===== config.mk =====
export PLATFORM = sky130hd
export DESIGN_NAME = dptr_sel_ctrl
export DESIGN_NICKNAME = d
export VERILOG_FILES = /design/src/rtl/dptr_pkg.sv /design/src/rtl/dptr_ptr_bank.sv /design/src/rtl/dptr_ctrl.sv /design/src/rtl/dptr_src_mux.sv /design/src/rtl/dptr_sel_ctrl.sv
export SDC_FILE = /design/constraint.sdc
export NUM_CORES = 1
export LEC_CHECK = 0
export ABC_AREA = 0
export BUFFER_PORTS_ARGS = -buffer_cell sky130_fd_sc_hd__buf_2
export CAP_MARGIN = 20
export CELL_PAD_IN_SITES_DETAIL_PLACEMENT = 0
export CELL_PAD_IN_SITES_GLOBAL_PLACEMENT = 1
export CORE_MARGIN = 2
export CORE_UTILIZATION = 43
export DETAILED_ROUTE_END_ITERATION = 6
export PLACE_DENSITY = 0.88
export SLEW_MARGIN = 30
export SYNTH_ARGS = -nofsm -noshare
export SYNTH_HDL_FRONTEND = slang
export SYNTH_SLANG_ARGS = --single-unit

===== constraint.sdc =====
create_clock -name clk -period 2.6 [get_ports clk]
set_clock_uncertainty 0.2 [all_clocks]
set_input_delay 0.26 -clock clk [delete_from_list [all_inputs] [get_ports clk]]
set_output_delay 0.26 -clock clk [all_outputs]
set_load 0.02 [all_outputs]

===== src/rtl/dptr_pkg.sv =====
`timescale 1ns/1ps
package dptr_pkg;
    typedef enum logic [1:0] {
        SEL_DP0 = 2'b00,
        SEL_DP1 = 2'b01,
        SEL_FP  = 2'b10,
        SEL_FPX = 2'b11
    } src_sel_e;

    typedef enum logic {
        ARM_WAIT = 1'b0,
        ARM_LIVE = 1'b1
    } arm_e;

    localparam int unsigned NPTR    = 4;
    localparam int unsigned PID_DP0 = 0;
    localparam int unsigned PID_DP1 = 1;
    localparam int unsigned PID_BP  = 2;
    localparam int unsigned PID_OFS = 3;

    localparam logic [2:0] RA_CTRL = 3'd0;
    localparam logic [2:0] RA_DP0  = 3'd1;
    localparam logic [2:0] RA_DP1  = 3'd2;
    localparam logic [2:0] RA_BP   = 3'd3;
    localparam logic [2:0] RA_OFS  = 3'd4;

    localparam logic [2:0] MODE_RST = 3'b111;
endpackage


===== src/rtl/dptr_ptr_bank.sv =====
`timescale 1ns/1ps
module dptr_ptr_bank
    import dptr_pkg::*;
#(
    parameter int unsigned DW = 16,
    parameter int unsigned OW = 8
) (
    input  logic                clk,
    input  logic                rst_n,
    input  logic [NPTR-1:0]     reg_hit,
    input  logic [DW-1:0]       reg_wdata,
    input  logic [NPTR-1:0]     ld_hit,
    input  logic [DW-1:0]       ld_wdata,
    output logic [NPTR-1:0][DW-1:0] ptr_q
);
    genvar gi;
    generate
        for (gi = 0; gi < NPTR; gi++) begin : g_ptr
            localparam int unsigned W = (gi == PID_OFS) ? OW : DW;
            logic [W-1:0] val_q;
            logic [W-1:0] val_d;

            always_comb begin
                val_d = val_q;
                if (ld_hit[gi])       val_d = ld_wdata[W-1:0];
                else if (reg_hit[gi]) val_d = reg_wdata[W-1:0];
            end

            always_ff @(posedge clk or negedge rst_n) begin
                if (!rst_n) val_q <= '0;
                else        val_q <= val_d;
            end

            if (W < DW) begin : g_ext
                assign ptr_q[gi] = {{(DW-W){1'b0}}, val_q};
            end else begin : g_full
                assign ptr_q[gi] = val_q;
            end

            // the load-result data is kept when both paths write this pointer
            p_ld_wins_r11: assert property (@(posedge clk) disable iff (!rst_n)
                ld_hit[gi] |=> val_q == $past(ld_wdata[W-1:0]));
        end
    endgenerate
endmodule


===== src/rtl/dptr_ctrl.sv =====
`timescale 1ns/1ps
module dptr_ctrl
    import dptr_pkg::*;
#(
    parameter int unsigned DW = 16
) (
    input  logic            clk,
    input  logic            rst_n,
    input  logic            ctrl_we,
    input  logic [DW-1:0]   ctrl_wdata,
    input  logic [NPTR-1:0] reg_hit,
    input  logic [NPTR-1:0] ld_hit,
    output src_sel_e        sel_q,
    output logic [2:0]      mode_q,
    output logic            armed
);
    typedef enum logic [1:0] {T_HOLD, T_CTRL, T_PTR} sel_tr_e;

    src_sel_e   sel_d;
    src_sel_e   ptr_code;
    sel_tr_e    tr;
    arm_e       arm_q, arm_d;
    logic [2:0] mode_d;
    logic [NPTR-1:0] lead;
    logic       any_ptr;
    logic       dp0_hit;

    // load-result path leads when both write paths are active
    assign lead    = (|ld_hit) ? ld_hit : reg_hit;
    assign any_ptr = |lead;
    assign dp0_hit = ld_hit[PID_DP0] | reg_hit[PID_DP0];

    always_comb begin
        ptr_code = SEL_FP;
        if (lead[PID_DP0])      ptr_code = SEL_DP0;
        else if (lead[PID_DP1]) ptr_code = SEL_DP1;
    end

    always_comb begin
        if (any_ptr)      tr = T_PTR;
        else if (ctrl_we) tr = T_CTRL;
        else              tr = T_HOLD;
    end

    always_comb begin
        sel_d = sel_q;
        unique case (tr)
            T_PTR:   sel_d = ptr_code;
            T_CTRL:  sel_d = src_sel_e'(ctrl_wdata[1:0]);
            T_HOLD:  sel_d = sel_q;
            default: sel_d = sel_q;
        endcase
    end

    always_comb begin
        arm_d = arm_q;
        unique case (arm_q)
            ARM_WAIT: if (dp0_hit || (tr == T_CTRL && ctrl_wdata[1:0] == 2'b00))
                          arm_d = ARM_LIVE;
            ARM_LIVE: arm_d = ARM_LIVE;
            default:  arm_d = arm_q;
        endcase
    end

    assign mode_d = ctrl_we ? ctrl_wdata[4:2] : mode_q;

    always_ff @(posedge clk or negedge rst_n) begin
        if (!rst_n) begin
            sel_q  <= SEL_DP0;
            arm_q  <= ARM_WAIT;
            mode_q <= MODE_RST;
        end else begin
            sel_q  <= sel_d;
            arm_q  <= arm_d;
            mode_q <= mode_d;
        end
    end

    assign armed = (arm_q == ARM_LIVE);

    // a pointer A write selects A and arms it
    p_dp0_sel_r6: assert property (@(posedge clk) disable iff (!rst_n)
        dp0_hit |=> (sel_q == SEL_DP0) && armed);
    // a lone pointer B write selects B
    p_dp1_sel_r6: assert property (@(posedge clk) disable iff (!rst_n)
        (reg_hit[PID_DP1] && !(|ld_hit)) |=> sel_q == SEL_DP1);
    // once armed, stays armed until reset
    p_arm_sticky_r7: assert property (@(posedge clk) disable iff (!rst_n)
        armed |=> armed);
    // modes only move on a control write
    p_mode_hold_r4: assert property (@(posedge clk) disable iff (!rst_n)
        !ctrl_we |=> $stable(mode_q));
endmodule


===== src/rtl/dptr_src_mux.sv =====
`timescale 1ns/1ps
module dptr_src_mux
    import dptr_pkg::*;
#(
    parameter int unsigned DW = 16
) (
    input  src_sel_e                sel,
    input  logic [2:0]              mode,
    input  logic                    armed,
    input  logic [NPTR-1:0][DW-1:0] ptr,
    output logic [DW-1:0]           src_addr,
    output logic                    src_word,
    output logic                    src_valid
);
    logic [DW-1:0] fp_sum;

    assign fp_sum = ptr[PID_BP] + ptr[PID_OFS];

    always_comb begin
        src_addr  = fp_sum;
        src_word  = mode[2];
        src_valid = 1'b1;
        unique case (sel)
            SEL_DP0: begin
                src_addr  = ptr[PID_DP0];
                src_word  = mode[0];
                src_valid = armed;
            end
            SEL_DP1: begin
                src_addr = ptr[PID_DP1];
                src_word = mode[1];
            end
            SEL_FP, SEL_FPX: begin
                src_addr = fp_sum;
                src_word = mode[2];
            end
            default: ;
        endcase
    end
endmodule


===== src/rtl/dptr_sel_ctrl.sv =====
`timescale 1ns/1ps
module dptr_sel_ctrl
    import dptr_pkg::*;
#(
    parameter int unsigned DW = 16,
    parameter int unsigned OW = 8,
    parameter int unsigned AW = 3
) (
    input  logic          clk,
    input  logic          rst_n,
    input  logic [AW-1:0] reg_addr,
    input  logic [DW-1:0] reg_wdata,
    input  logic          reg_we,
    output logic [DW-1:0] reg_rdata,
    input  logic          ld_we,
    input  logic [1:0]    ld_dst,
    input  logic [DW-1:0] ld_wdata,
    output logic [DW-1:0] src_addr,
    output logic          src_word,
    output logic          src_valid
);
    localparam int unsigned RSV_W = DW - 5;

    logic [NPTR-1:0]         reg_hit;
    logic [NPTR-1:0]         ld_hit;
    logic                    ctrl_we;
    logic [NPTR-1:0][DW-1:0] ptr_q;
    src_sel_e                sel_q;
    logic [2:0]              mode_q;
    logic                    armed;

    assign ctrl_we = reg_we && (reg_addr == AW'(RA_CTRL));

    always_comb begin
        reg_hit = '0;
        if (reg_we) begin
            unique case (reg_addr)
                AW'(RA_DP0): reg_hit[PID_DP0] = 1'b1;
                AW'(RA_DP1): reg_hit[PID_DP1] = 1'b1;
                AW'(RA_BP):  reg_hit[PID_BP]  = 1'b1;
                AW'(RA_OFS): reg_hit[PID_OFS] = 1'b1;
                default: ;
            endcase
        end
    end

    assign ld_hit = ld_we ? (NPTR'(1) << ld_dst) : '0;

    dptr_ptr_bank #(.DW(DW), .OW(OW)) u_bank (
        .clk       (clk),
        .rst_n     (rst_n),
        .reg_hit   (reg_hit),
        .reg_wdata (reg_wdata),
        .ld_hit    (ld_hit),
        .ld_wdata  (ld_wdata),
        .ptr_q     (ptr_q)
    );

    dptr_ctrl #(.DW(DW)) u_ctrl (
        .clk        (clk),
        .rst_n      (rst_n),
        .ctrl_we    (ctrl_we),
        .ctrl_wdata (reg_wdata),
        .reg_hit    (reg_hit),
        .ld_hit     (ld_hit),
        .sel_q      (sel_q),
        .mode_q     (mode_q),
        .armed      (armed)
    );

    dptr_src_mux #(.DW(DW)) u_mux (
        .sel       (sel_q),
        .mode      (mode_q),
        .armed     (armed),
        .ptr       (ptr_q),
        .src_addr  (src_addr),
        .src_word  (src_word),
        .src_valid (src_valid)
    );

    always_comb begin
        reg_rdata = '0;
        unique case (reg_addr)
            AW'(RA_CTRL): reg_rdata = {{RSV_W{1'b0}}, mode_q, sel_q};
            AW'(RA_DP0):  reg_rdata = ptr_q[PID_DP0];
            AW'(RA_DP1):  reg_rdata = ptr_q[PID_DP1];
            AW'(RA_BP):   reg_rdata = ptr_q[PID_BP];
            AW'(RA_OFS):  reg_rdata = ptr_q[PID_OFS];
            default:      reg_rdata = '0;
        endcase
    end

    // on a collision the modes follow the control write data
    p_collide_r9: assert property (@(posedge clk) disable iff (!rst_n)
        (ctrl_we && ld_we) |=> mode_q == $past(reg_wdata[4:2]));
    // any non-A source is valid
    p_valid_r7: assert property (@(posedge clk) disable iff (!rst_n)
        (sel_q != SEL_DP0) |-> src_valid);
    // the reserved code addresses the frame sum like code 10
    p_fpx_r3: assert property (@(posedge clk) disable iff (!rst_n)
        (sel_q == SEL_FPX) |-> (src_word == mode_q[2]));
endmodule


==> out/metrics.cfg <==
[synth]
yosys.area.top_type=dfrtp_1
ys_seq_elements=62
ys_seq_area_share_pct=35.8
yosysTopAreaCellShare_pct=34.0
syn_area_per_cell_sq_um=8.92
postSynthCellCount=487
syn_nets=537
async_reset_ff_share_pct=100
synth_edf_count=0
synth.most_common_cell=mux2i_1
synth.area.top_cells=dfrtp_1 (34%), mux2i_1 (17%), a21oi_1 (5.2%)
ys_warn_count=0
synthTopCellsByCount=mux2i_1 (75), dfrtp_1 (59), nor2_1 (51)
synth_ff_type=dfrtp_1
ys_types=52
netlist_area_sq_um=4340

[power_and_ir_drop]
power_density_nw_per_um2=681
ir_drop_v=0.000262
p_leak_nw=2.53

[clocking]
cts_tree=built
path_clk_slew_ps=60
cts_buffers=9
cts_buffer_depth=2
htree_levels=3
root_buffer=clkbuf_8
clock_sinks=62
clkLatencyLatePin_ps=350

[timing]
slew_viol_final=0
relSlewSlack_pct=56.4
period_needed_ps=2830
period_share_pct=109
setup_viol=11
clock.fmax_mhz=353
tightest_slew_ps=653
hold_viol=0
rsz0062_at_grt=true
setup_slack_ps=-230

[grt]
grt_max_degree=42
gr-usage-met3_pct=4.51
antenna_found_initial=0
grt_pass1_vias=4182
grtUsageTotal_pct=25.0
globalRouteOverflowTotal=0
grt_use_met2_pct=40.8
grt_use_met1_pct=34.0
grt_pass1_wl_mm=21.5
busiest_layer=met2

[routing]
drc_errors=0
vias=4234
dr.pass1.iters=4
ant_nets=0
via_per_inst=5.73
routed_wl_mm=13.4
drt_iter0_markers=224
wl_per_cell_um=18.2

[cells_and_area]
nNetsFinal=652
post-route-util_pct=58.2
antenna_cells=0
syn_to_final_growth_pct=31.0
final_layout_size_suffix_gt1_share_pct=29.2

[placed_design]
place_ws_ps=-114
place.gp.congestion=0.928
dp_hpwl_mm=9.37
io_buffer_count=74

[floorplanning]
die_area_sq_um=10900
die_w_um=105
die_h_um=105
initial_utilization_pct=44.4
core.rowCount=36
core_sq_um=9770
io_pins=75

[critical_path]
crit_required_ps=2140
end_kind=output port
ff2ff_path_depth=4
critPathCapture=src_addr[14]
timing.rr.start=u_ctrl.sel_q[1]
critPathKind=reg2out
worst-path-max-fanout=4
arrival_ps=2370
r2r_setup_slack_ps=920
critPathLaunchType=flop
reg2reg_to=u_ctrl.sel_q[1]
critPathLaunch=u_bank.g_ptr[2].val_q[0]

[hold_path]
hp-class=in2reg
worstHoldPathCells=3

[run_status]
status=finished with violations
violations=negative setup slack

[flow_run]
maxCapViolCount=0

[routing by layer]
| layer | routed length [um] | vias up |
|---|---|---|
| met1 | 6060 | 2085 |
| met3 | 769 | 13 |
| met5 | 0 | - |
| met4 | 142 | 0 |
| met2 | 6470 | 128 |
| li1 | - | 2008 |
[worst max-delay path: stages, from the launching register on]
cell,delay (ps)
dfrtp_1,390
ha_2,200
fa_2,400
a211oi_4,230
buf_4,150
o21ai_4,70
nand3_2,110
xor2_1,170
a21oi_1,110
buf_4,180
[sequential cells by signal (all words and copies together) (netlist names)]
signal              count
u_bank.g_ptr.val_q     56
u_ctrl.sel_q            2
u_ctrl.armed            1
u_ctrl.mode_q           3
[how the worst min path moves through the flow]
stage / startpoint / end / slack [ps]
CTS: ld_dst[1] / u_ctrl.sel_q[1] / 2
floorplan: rst_n / u_bank.g_ptr[0].val_q[0] / -240
detailed placement: rst_n / u_ctrl.armed / 90
finish: ld_dst[1] / u_ctrl.sel_q[1] / 7
global route: ld_dst[1] / u_ctrl.sel_q[1] / 30
global placement: rst_n / u_ctrl.armed / 70
[stage by stage]
step	hold WS, ps	area, sq um	total power, mW	cells	TNS (ps)
floorplan	-236	4360	2.26	487	0
CTS	2.45	5610	3.77	737	-1440
global route	28.1	5690	4.11	739	-2940
global placement	67.3	5060	2.76	693	-439
finish	7.34	5690	3.87	739	-1780
detailed placement	85.7	5060	2.80	693	-383
[placed cells by master (no fill, tap or decap), drive strengths merged, types with 11 or more instances in the layout]
cell type	instances
a22oi	11
mux2i	75
nand2	46
dfrtp	59
a21oi	45
buf	117
dlygate4sd3	22
nor2	51
clkbuf	15
o21ai	39
mux2	16
[power breakdown]
part / total (mW) / switching [mW] / internal, mW
logic: 1.72 / 0.911 / 0.807
registers: 1.34 / 0.195 / 1.15
clock network: 0.812 / 0.366 / 0.446
total: 3.87 / 1.47 / 2.40
[area by class of cell]
class	count	area [sq um]
Timing Repair Buffer	139	982
Multi-Input combinational cell	389	2800
Clock buffer	15	186
Tap cell	133	166
Fill cell	865	4080
Inverter	1	3.75
Sequential cell	62	1560
[timing repair]
action	in CTS	in global routing
gates cloned	0	0
setup endpoints to repair	12	12
setup buffers	7	2
endpoints found under the hold margin	47	0
hold buffers	22	0
resized for setup	24	13
pin swaps	29	6
[cells by family (layout without fill, tap and decap cells)]
family	Yosys count	after routing	synth area share [%]
buffers and inverters	36	155	3.66
and+or+nand+nor	153	153	17.0
DFF	62	62	35.8
AOI/OAI and AO/OA	129	129	17.9
adders and majority gates	9	9	2.77
xor gates and xnor gates	7	7	1.41
muxes	91	91	21.4
Note: power is estimated with default switching activity, not from simulation.
